<file path="config.mk">
export PLATFORM = sky130hd
export DESIGN_NAME = ptmr_top
export DESIGN_NICKNAME = d
export VERILOG_FILES = /design/src/rtl/ptmr_pkg.sv /design/src/rtl/ptmr_presc.sv /design/src/rtl/ptmr_count.sv /design/src/rtl/ptmr_top.sv
export SDC_FILE = /design/constraint.sdc
export NUM_CORES = 1
export LEC_CHECK = 0
export BUFFER_PORTS_ARGS = -buffer_cell sky130_fd_sc_hd__buf_2
export CAP_MARGIN = 15
export CORE_MARGIN = 8
export CORE_UTILIZATION = 47
export CTS_CLUSTER_DIAMETER = 40
export DETAILED_ROUTE_END_ITERATION = 8
export GPL_TIMING_DRIVEN = 1
export PLACE_DENSITY = 0.8
export SYNTH_ARGS = -nofsm -noshare
export SYNTH_HDL_FRONTEND = slang
export SYNTH_SLANG_ARGS = --single-unit
</file>
<file path="constraint.sdc">
create_clock -name clk -period 1.9 [get_ports clk]
set_input_delay 0.095 -clock clk [delete_from_list [all_inputs] [get_ports clk]]
set_output_delay 0.095 -clock clk [all_outputs]
set_load 0.02 [all_outputs]
</file>
<file path="src/rtl/ptmr_pkg.sv">
package ptmr_pkg;
    localparam int CNT_W    = 16;
    localparam int PR_W     = 3;
    localparam int CTL_W    = 8;
    localparam int BIT_TOI  = 7;
    localparam int BIT_TCRE = 3;

    typedef enum logic {
        PS_STEADY  = 1'b0,
        PS_PENDING = 1'b1
    } psc_state_e;
endpackage

</file>
<file path="src/rtl/ptmr_presc.sv">
module ptmr_presc
    import ptmr_pkg::*;
#(
    parameter int SEL_W = PR_W
) (
    input  logic             clk,
    input  logic             rst_n,
    input  logic [SEL_W-1:0] sel_req,
    output logic             tick
);
    localparam int STG_W = (1 << SEL_W) - 1;

    psc_state_e         state_q, state_d;
    logic [SEL_W-1:0]   act_q, act_d;
    logic [STG_W-1:0]   stg_q;
    logic [STG_W-1:0]   stg_mask;
    logic               stg_zero;

    // Per-stage mask: stage i takes part in the divide when active select > i
    for (genvar i = 0; i < STG_W; i++) begin : g_mask
        assign stg_mask[i] = (32'(act_q) > i);
    end

    assign stg_zero = (stg_q == '0);

    always_ff @(posedge clk or negedge rst_n) begin
        if (!rst_n) begin
            stg_q   <= '0;
            state_q <= PS_STEADY;
            act_q   <= '0;
        end else begin
            stg_q   <= stg_q + 1'b1;
            state_q <= state_d;
            act_q   <= act_d;
        end
    end

    always_comb begin
        state_d = state_q;
        act_d   = act_q;
        unique case (state_q)
            PS_STEADY: begin
                if (sel_req != act_q) state_d = PS_PENDING;   // request
            end
            PS_PENDING: begin
                if (stg_zero) begin                          // commit
                    act_d   = sel_req;
                    state_d = PS_STEADY;
                end
            end
            default: state_d = PS_STEADY;
        endcase
    end

    // Tick when all participating stages are at their top value
    always_comb begin
        tick = &(stg_q | ~stg_mask);
    end

    // active ratio only changes right after an all-zero stage cycle
    a_r4_switch_at_zero: assert property (@(posedge clk) disable iff (!rst_n)
        (!stg_zero) |=> $stable(act_q));
endmodule

</file>
<file path="src/rtl/ptmr_count.sv">
module ptmr_count
    import ptmr_pkg::*;
#(
    parameter int W = CNT_W
) (
    input  logic         clk,
    input  logic         rst_n,
    input  logic         tick,
    input  logic         mod_en,
    input  logic [W-1:0] cmp_val,
    output logic [W-1:0] cnt_q,
    output logic         hit_q,
    output logic         wrap_q
);
    logic match;
    logic at_top;
    logic mod_clear;

    assign match     = (cnt_q == cmp_val);
    assign at_top    = &cnt_q;
    assign mod_clear = mod_en && match;

    always_ff @(posedge clk or negedge rst_n) begin
        if (!rst_n) begin
            cnt_q  <= '0;
            hit_q  <= 1'b0;
            wrap_q <= 1'b0;
        end else begin
            hit_q  <= tick && match;
            wrap_q <= tick && at_top && !mod_clear;
            if (tick) begin
                if (mod_clear) cnt_q <= '0;
                else           cnt_q <= cnt_q + 1'b1;
            end
        end
    end

    // count moves only on prescaled ticks
    a_r3_hold_between_ticks: assert property (@(posedge clk) disable iff (!rst_n)
        !tick |=> $stable(cnt_q));

    // zero compare in modulus mode pins the count at zero
    a_r7_zero_hold: assert property (@(posedge clk) disable iff (!rst_n)
        (mod_en && cmp_val == '0 && cnt_q == '0) |=> (cnt_q == '0));

    // modulus clear at all-ones gives no wrap event
    a_r8_no_overflow: assert property (@(posedge clk) disable iff (!rst_n)
        (tick && mod_en && at_top && match) |=> (!wrap_q && cnt_q == '0));
endmodule

</file>
<file path="src/rtl/ptmr_top.sv">
module ptmr_top
    import ptmr_pkg::*;
(
    input  logic             clk,
    input  logic             rst_n,
    input  logic             ctl_we,
    input  logic [CTL_W-1:0] ctl_wdata,
    output logic [CTL_W-1:0] ctl_rdata,
    input  logic [CNT_W-1:0] cmp7_val,
    input  logic             flg_we,
    input  logic             flg_wbit,
    output logic [CNT_W-1:0] cnt_val,
    output logic             ovf_flag,
    output logic             irq,
    output logic             cmp7_hit
);
    logic            toi_q;
    logic            tcre_q;
    logic [PR_W-1:0] pr_q;
    logic            flag_q;
    logic            tick;
    logic            wrap;
    logic            clr_req;

    always_ff @(posedge clk or negedge rst_n) begin
        if (!rst_n) begin
            toi_q  <= 1'b0;
            tcre_q <= 1'b0;
            pr_q   <= '0;
        end else if (ctl_we) begin
            toi_q  <= ctl_wdata[BIT_TOI];
            tcre_q <= ctl_wdata[BIT_TCRE];
            pr_q   <= ctl_wdata[PR_W-1:0];
        end
    end

    ptmr_presc #(.SEL_W(PR_W)) u_presc (
        .clk     (clk),
        .rst_n   (rst_n),
        .sel_req (pr_q),
        .tick    (tick)
    );

    ptmr_count #(.W(CNT_W)) u_count (
        .clk     (clk),
        .rst_n   (rst_n),
        .tick    (tick),
        .mod_en  (tcre_q),
        .cmp_val (cmp7_val),
        .cnt_q   (cnt_val),
        .hit_q   (cmp7_hit),
        .wrap_q  (wrap)
    );

    assign clr_req = flg_we && flg_wbit;

    // Set wins over a simultaneous clear
    always_ff @(posedge clk or negedge rst_n) begin
        if (!rst_n)       flag_q <= 1'b0;
        else if (wrap)    flag_q <= 1'b1;
        else if (clr_req) flag_q <= 1'b0;
    end

    always_comb begin
        ctl_rdata           = '0;
        ctl_rdata[BIT_TOI]  = toi_q;
        ctl_rdata[BIT_TCRE] = tcre_q;
        ctl_rdata[PR_W-1:0] = pr_q;
        ovf_flag            = flag_q;
        irq                 = flag_q && toi_q;
    end

    // flag is sticky until a write-one clear
    a_r9_flag_sticky: assert property (@(posedge clk) disable iff (!rst_n)
        (flag_q && !clr_req) |=> flag_q);

    // flag only rises after a counter wrap event
    a_r9_flag_source: assert property (@(posedge clk) disable iff (!rst_n)
        (!flag_q && !wrap) |=> !flag_q);
endmodule

</file>
# After elaboration in Yosys (flattened, before gate mapping)
# Cells that the tools add are included.
[totals]
memories = 0
latch_bits = 0
reg_bits = 35
ramBits = 0
romBits = 0
word_cells = 42
[classes]
mux = 6
n_eq_ne = 2
reduce_logical = 12
n_mul = 0
bitwise_logic = 3
div = 0
addsub = 2
magnitude_cmp = 7
shift = 0
[ops]
columns = ["operator", "count"]
rows = [
  ["16-bit by 1-bit adder with 16-bit output (second input constant)", 1],
  ["16-bit == test", 1],
  ["16-bit 2-to-1 mux", 1],
  ["16-bit AND reduction", 1],
  ["3-bit greater-than comparator (second input constant)", 3],
  ["7-bit by 1-bit adder with 7-bit output (second input constant)", 1],
  ["7-bit logical NOT", 1],
  ["7-bit NOT", 1],
  ["7-bit bitwise OR", 1],
  ["7-bit AND reduction", 1],
  ["3-bit by 1-bit greater-than comparator with 1-bit output (second input constant)", 2],
  ["3-bit by 2-bit greater-than comparator with 1-bit output (second input constant)", 2],
  ["1-bit logical AND", 6],
  ["1-bit 2-to-1 mux", 4],
  ["3-bit != test", 1],
  ["1-bit case mux with 2 select lines", 1],
  ["2-bit AND reduction", 1],
  ["2-bit nonzero test", 1],
  ["1-bit logical NOT", 1],
  ["1-bit NOT", 1],
]

# Depth between registers and ports, before layout
[logic_depth]
depth_word = 6
ltp_mapped = 7

# Cells and area by module
# Synthesis repeated with hierarchy kept, for this count alone.
[hier_totals]
cells_unflattened = 167
hier_area_um2 = 1824.2
[by_module_without_submodules]
columns = ["mod", "area_per_inst_um2", "cells_each", "instances"]
rows = [
  ["ptmr_count", 1018.5, 101, 1],
  ["ptmr_presc", 540.5, 46, 1],
  ["ptmr_top", 265.3, 20, 1],
]

# Least setup slack after synthesis
# Ideal clock, no wire load.
[synth_path]
kind = "register to register"
startpoint = "register u_count.cnt_q[3]"
endpoint = "register u_count.cnt_q[11]"
path_slack_ns = 0.080
arrival_ns = 1.747
setup_ns = 0.073
stages_incl_launch_ff = 6
cell_sequence = "dfrtp_1 > buf_2 > and4_1 > nand3_1 > or4_4 > a21oi_2"
[synth_via]
elab_chain_cells = 3
word_cells_on_any_way = 4
classes_between = "1 x add/sub; 1 x eq/ne; 1 x mux; 1 x reduce/logical"
[synth_lines]
columns = ["element", "line_no", "rtl"]
rows = [
  ["from (decl)", "ptmr_count.sv:11", "output logic [W-1:0] cnt_q,"],
  ["from (signal assigned)", "ptmr_count.sv:33", "else cnt_q <= cnt_q + 1'b1;"],
  ["branches (longest 2 deep; another with 16-bit by 1-bit adder with 16-bit output)", "--", ""],
  ["16-bit 2-to-1 mux *", "ptmr_count.sv:32", "if (mod_clear) cnt_q <= '0;"],
]
# Mark *: on every way between the ends.
# A chain may end at the register's enable or synchronous reset.

# Worst setup path after layout
[layout_path]
startpoint = "register u_presc.act_q[0]"
endpoint = "register u_count.cnt_q[11]"
[layout_via]
elab_chain_cells = 4
word_cells_on_any_way = 10
classes_between = "7 x order compare; 2 x bitwise; 1 x reduce/logical"
[layout_lines]
columns = ["element", "line_no", "rtl"]
rows = [
  ["from (decl)", "ptmr_presc.sv:14", "logic [SEL_W-1:0] act_q, act_d;"],
  ["from (signal assigned)", "ptmr_presc.sv:34", "act_q <= act_d;"],
  ["3-bit by 1-bit greater-than comparator with 1-bit output (tied with other cells)", "ptmr_presc.sv:21", "assign stg_mask[i] = (32'(act_q) > i);"],
  ["7-bit NOT *", "ptmr_presc.sv:57", "tick = &(stg_q | ~stg_mask);"],
  ["7-bit bitwise OR *", "ptmr_presc.sv:57", ""],
  ["7-bit AND reduction *", "ptmr_presc.sv:57", ""],
]
# Mark *: on every way between the ends. The rest lies on a longest branch, timed or not.

==> results.yml <==
run_status:
  status: "finished, final reports clean"
timing:
  period_share_pct: 99.2
  setup_ws_ns: 0.0150
  skew_ns: 0.00917
  setup_viol: 0
  drv_slew: 0
  final.min_clock_period_ns: 1.89
  tightest_slew_ns: 0.782
  fmax_mhz: 530
  grt_setup_unrepaired: "true"
  relSlewSlack_pct: 47.9
  fin_setup_tns_ns: 0
  hold_viol: 0
min_path:
  hold_depth: 3
  hold_class: "input pin to register"
  hp-start: "ctl_wdata[3]"
  whs_endpoint: "tcre_q"
synth:
  ys_ff_latch: 35
  synthArstFlopShare_pct: 100
  synth_warnings: 0
  syn_area_per_cell_um2: 10.0
  synthCells: 197
  syn-cell-area_um2: 1970
  ys_seq_area_share_pct: 44.4
  synth_ff_type: "dfrtp_1"
  yosysUniqueCellTypes: 43
  synth_edf_count: 0
worst_setup_path:
  worstPathMaxFanout: 11
  ff2ff_path_depth: 6
  rrSetupSlack_ns: 0.01
  worst_ep_required_time_ns: 2.12
  cp-end-kind: "register"
  r2r_end: "u_count.cnt_q[11]"
  r2r-start: "u_presc.act_q[0]"
  cp.arrival_ns: 2.11
  startpoint_type: "register"
  critPathKind: "register to register"
clocking:
  numCtsBuffers: 5
  cts_tree: "built"
  clockRootBuffer: "clkbuf_8"
  clock_latency_ns: 0.29
  path_clk_slew_ns: 0.08
  htreeDepth: 2
  cts_sinks: 35
  cts_buffer_depth: 2
power_and_ir_drop:
  leakagePower_nw: 1.22
  ir_drop_mv: 0.539
  p_per_area_nw_per_um2: 708
routing:
  vias: 1816
  vias_per_cell: 5.78
  wire_per_inst_um: 17.0
  dr.pass1.iters: 4
  drtIter0Drc: 155
  final_antenna_net_count: 0
  route.detailed.drc: 0
  wl_mm: 5.34
floorplan:
  ios: 56
  coreArea_um2: 4030
  die-width_um: 80.8
  rows: 23
  fp.dieH_um: 80.8
  die_area_um2: 6520
  start_util_pct: 48.9
global_route:
  grt_pass1_vias: 1803
  gr-usage-all-layers_pct: 16.2
  gr-total-overflow: 0
  grt_pass1_wl_mm: 8.27
  grt_max_degree: 36
  antenna_found_initial: 0
placed_design:
  dp_slack_ns: 0.0337
  placed_cell_area_um2: 2340
  place_congestion: 0.821
  port_buffers: 49
  dp_hpwl_mm: 3.78
layout:
  drive_gt1_share_pct: 35.2
  syn2layout_area_growth_pct: 28.6
  diodes: 0
  fillers: 339
  final_nets: 295
  final_area_um2: 2530
flow_run:
  drv_cap: 0
==> placed cells by master (no fill, tap or decap), drive strengths merged, types with 7 or more instances in the layout <==
cell / Yosys / layout
nand4: 8 / 8
mux2: 7 / 7
xor2: 21 / 21
buf: 8 / 67
or4: 7 / 7
dfrtp: 35 / 35
o31ai: 8 / 8
inv: 9 / 10
nand2: 17 / 17
nor4: 7 / 7
a21oi: 13 / 13
==> where the power goes <==
part | internal, W | total (W) | switching, W
logic | 0.000117 | 0.000275 | 0.000158
clock network | 0.000398 | 0.000694 | 0.000297
registers | 0.000779 | 0.000823 | 0.0000445
total | 0.00129 | 0.00179 | 0.000499
==> cells by family (layout without fill, tap and decap cells) <==
kind of cell	count (synthesis)	count (layout)	share of synthesized area, %
AOI/OAI and AO/OA	39	39	13.5
xor gates and xnor gates	24	24	10.7
adders and majority gates	3	3	1.90
buffers and inverters	21	86	5.46
DFF	35	35	44.4
muxes	7	7	4.00
other	1	3	0.190
and+or+nand+nor	67	67	19.8
==> state kept, by name (all words and copies together), names as in the netlist <==
name             flops
tcre_q               1
ovf_flag             1
toi_q                1
u_count.cnt_q       16
u_count.wrap_q       1
u_count.hit_q        1
u_presc.act_q        3
u_presc.stg_q        7
pr_q                 3
u_presc.state_q      1
==> worst max-delay path by stage <==
stage                     start                end  slack, ns  depth (start not counted)
2_1_floorplan  u_count.cnt_q[3]  u_count.cnt_q[11]       0.08                          5
3_3_place_gp   u_presc.act_q[0]   u_count.cnt_q[5]       0.09                          6
3_5_place_dp   u_presc.act_q[0]   u_count.cnt_q[7]       0.03                          6
4_1_cts        u_presc.act_q[0]  u_count.cnt_q[11]      0.007                          6
5_1_grt        u_presc.act_q[1]  u_count.cnt_q[10]      -0.06                          6
6_report       u_presc.act_q[0]  u_count.cnt_q[11]       0.01                          6
==> synthesized netlist by cell type (2+ instances only) <==
cell type | number | area (um^2)
buf_4 | 5 | 37.5
a21o_1 | 2 | 15.0
a21oi_1 | 12 | 60.1
xnor2_1 | 3 | 26.3
o21ai_0 | 5 | 25.0
nand4b_1 | 3 | 26.3
mux2_2 | 7 | 78.8
buf_2 | 2 | 10.0
nor3_1 | 4 | 20.0
and2_1 | 4 | 25.0
ha_1 | 3 | 37.5
o41ai_1 | 3 | 26.3
or3_1 | 3 | 18.8
nand4_1 | 7 | 43.8
nor2_1 | 4 | 15.0
or4_1 | 6 | 45.0
nand3_1 | 5 | 25.0
clkbuf_1 | 4 | 15.0
dfrtp_1 | 35 | 876
nor4_1 | 7 | 43.8
o31ai_1 | 8 | 60.1
xor2_1 | 21 | 184
nand2_1 | 16 | 60.1
inv_1 | 9 | 33.8
==> critical path, stage by stage (launching register included) <==
cell,delay [ns]
dfrtp_2,0.45
o21ba_1,0.22
o22ai_4,0.17
nand4_4,0.15
buf_12,0.17
or4_4,0.51
a21oi_2,0.14
==> metrics by stage <==
stage | util (%) | hold WS [ns] | total power (W) | std cells
2_1_floorplan | - | -0.201 | 0.000976 | 199
3_3_place_gp | 58.2 | 0.212 | 0.00110 | 302
3_5_place_dp | 58.2 | 0.215 | 0.00111 | 302
4_1_cts | 61.3 | 0.00733 | 0.00180 | 311
5_1_grt | 62.9 | 0.0204 | 0.00186 | 314
6_report | 62.9 | 0.0131 | 0.00179 | 314
==> area by class of cell <==
cell class                 instances  area (um^2)  share of cell area, %
clock buffer                       5         68.8                   2.72
clock inverter                     3         47.5                   1.88
inverter                           9         33.8                   1.33
multi-input combinational        143         1010                   40.0
sequential                        35          878                   34.7
tap                               50         62.6                   2.47
timing repair buffer              69          428                   16.9
==> metal layers <==
metal / up-vias / wire length, um / global-route usage [%]
met5: - / 0 / 0
met2: 78 / 2720 / 26.9
met4: 0 / 129 / 8.21
li1: 843 / - / -
met1: 880 / 2180 / 19.6
met3: 15 / 307 / 2.87
==> timing repair <==
item                                   in CTS  in global routing
hold buffers                                1                  0
resized for setup                           0                  5
endpoints found under the hold margin      35                  0
setup endpoints to repair                   0                 13
buffers inserted                            0                  2
(Power assumes the default switching activity.)
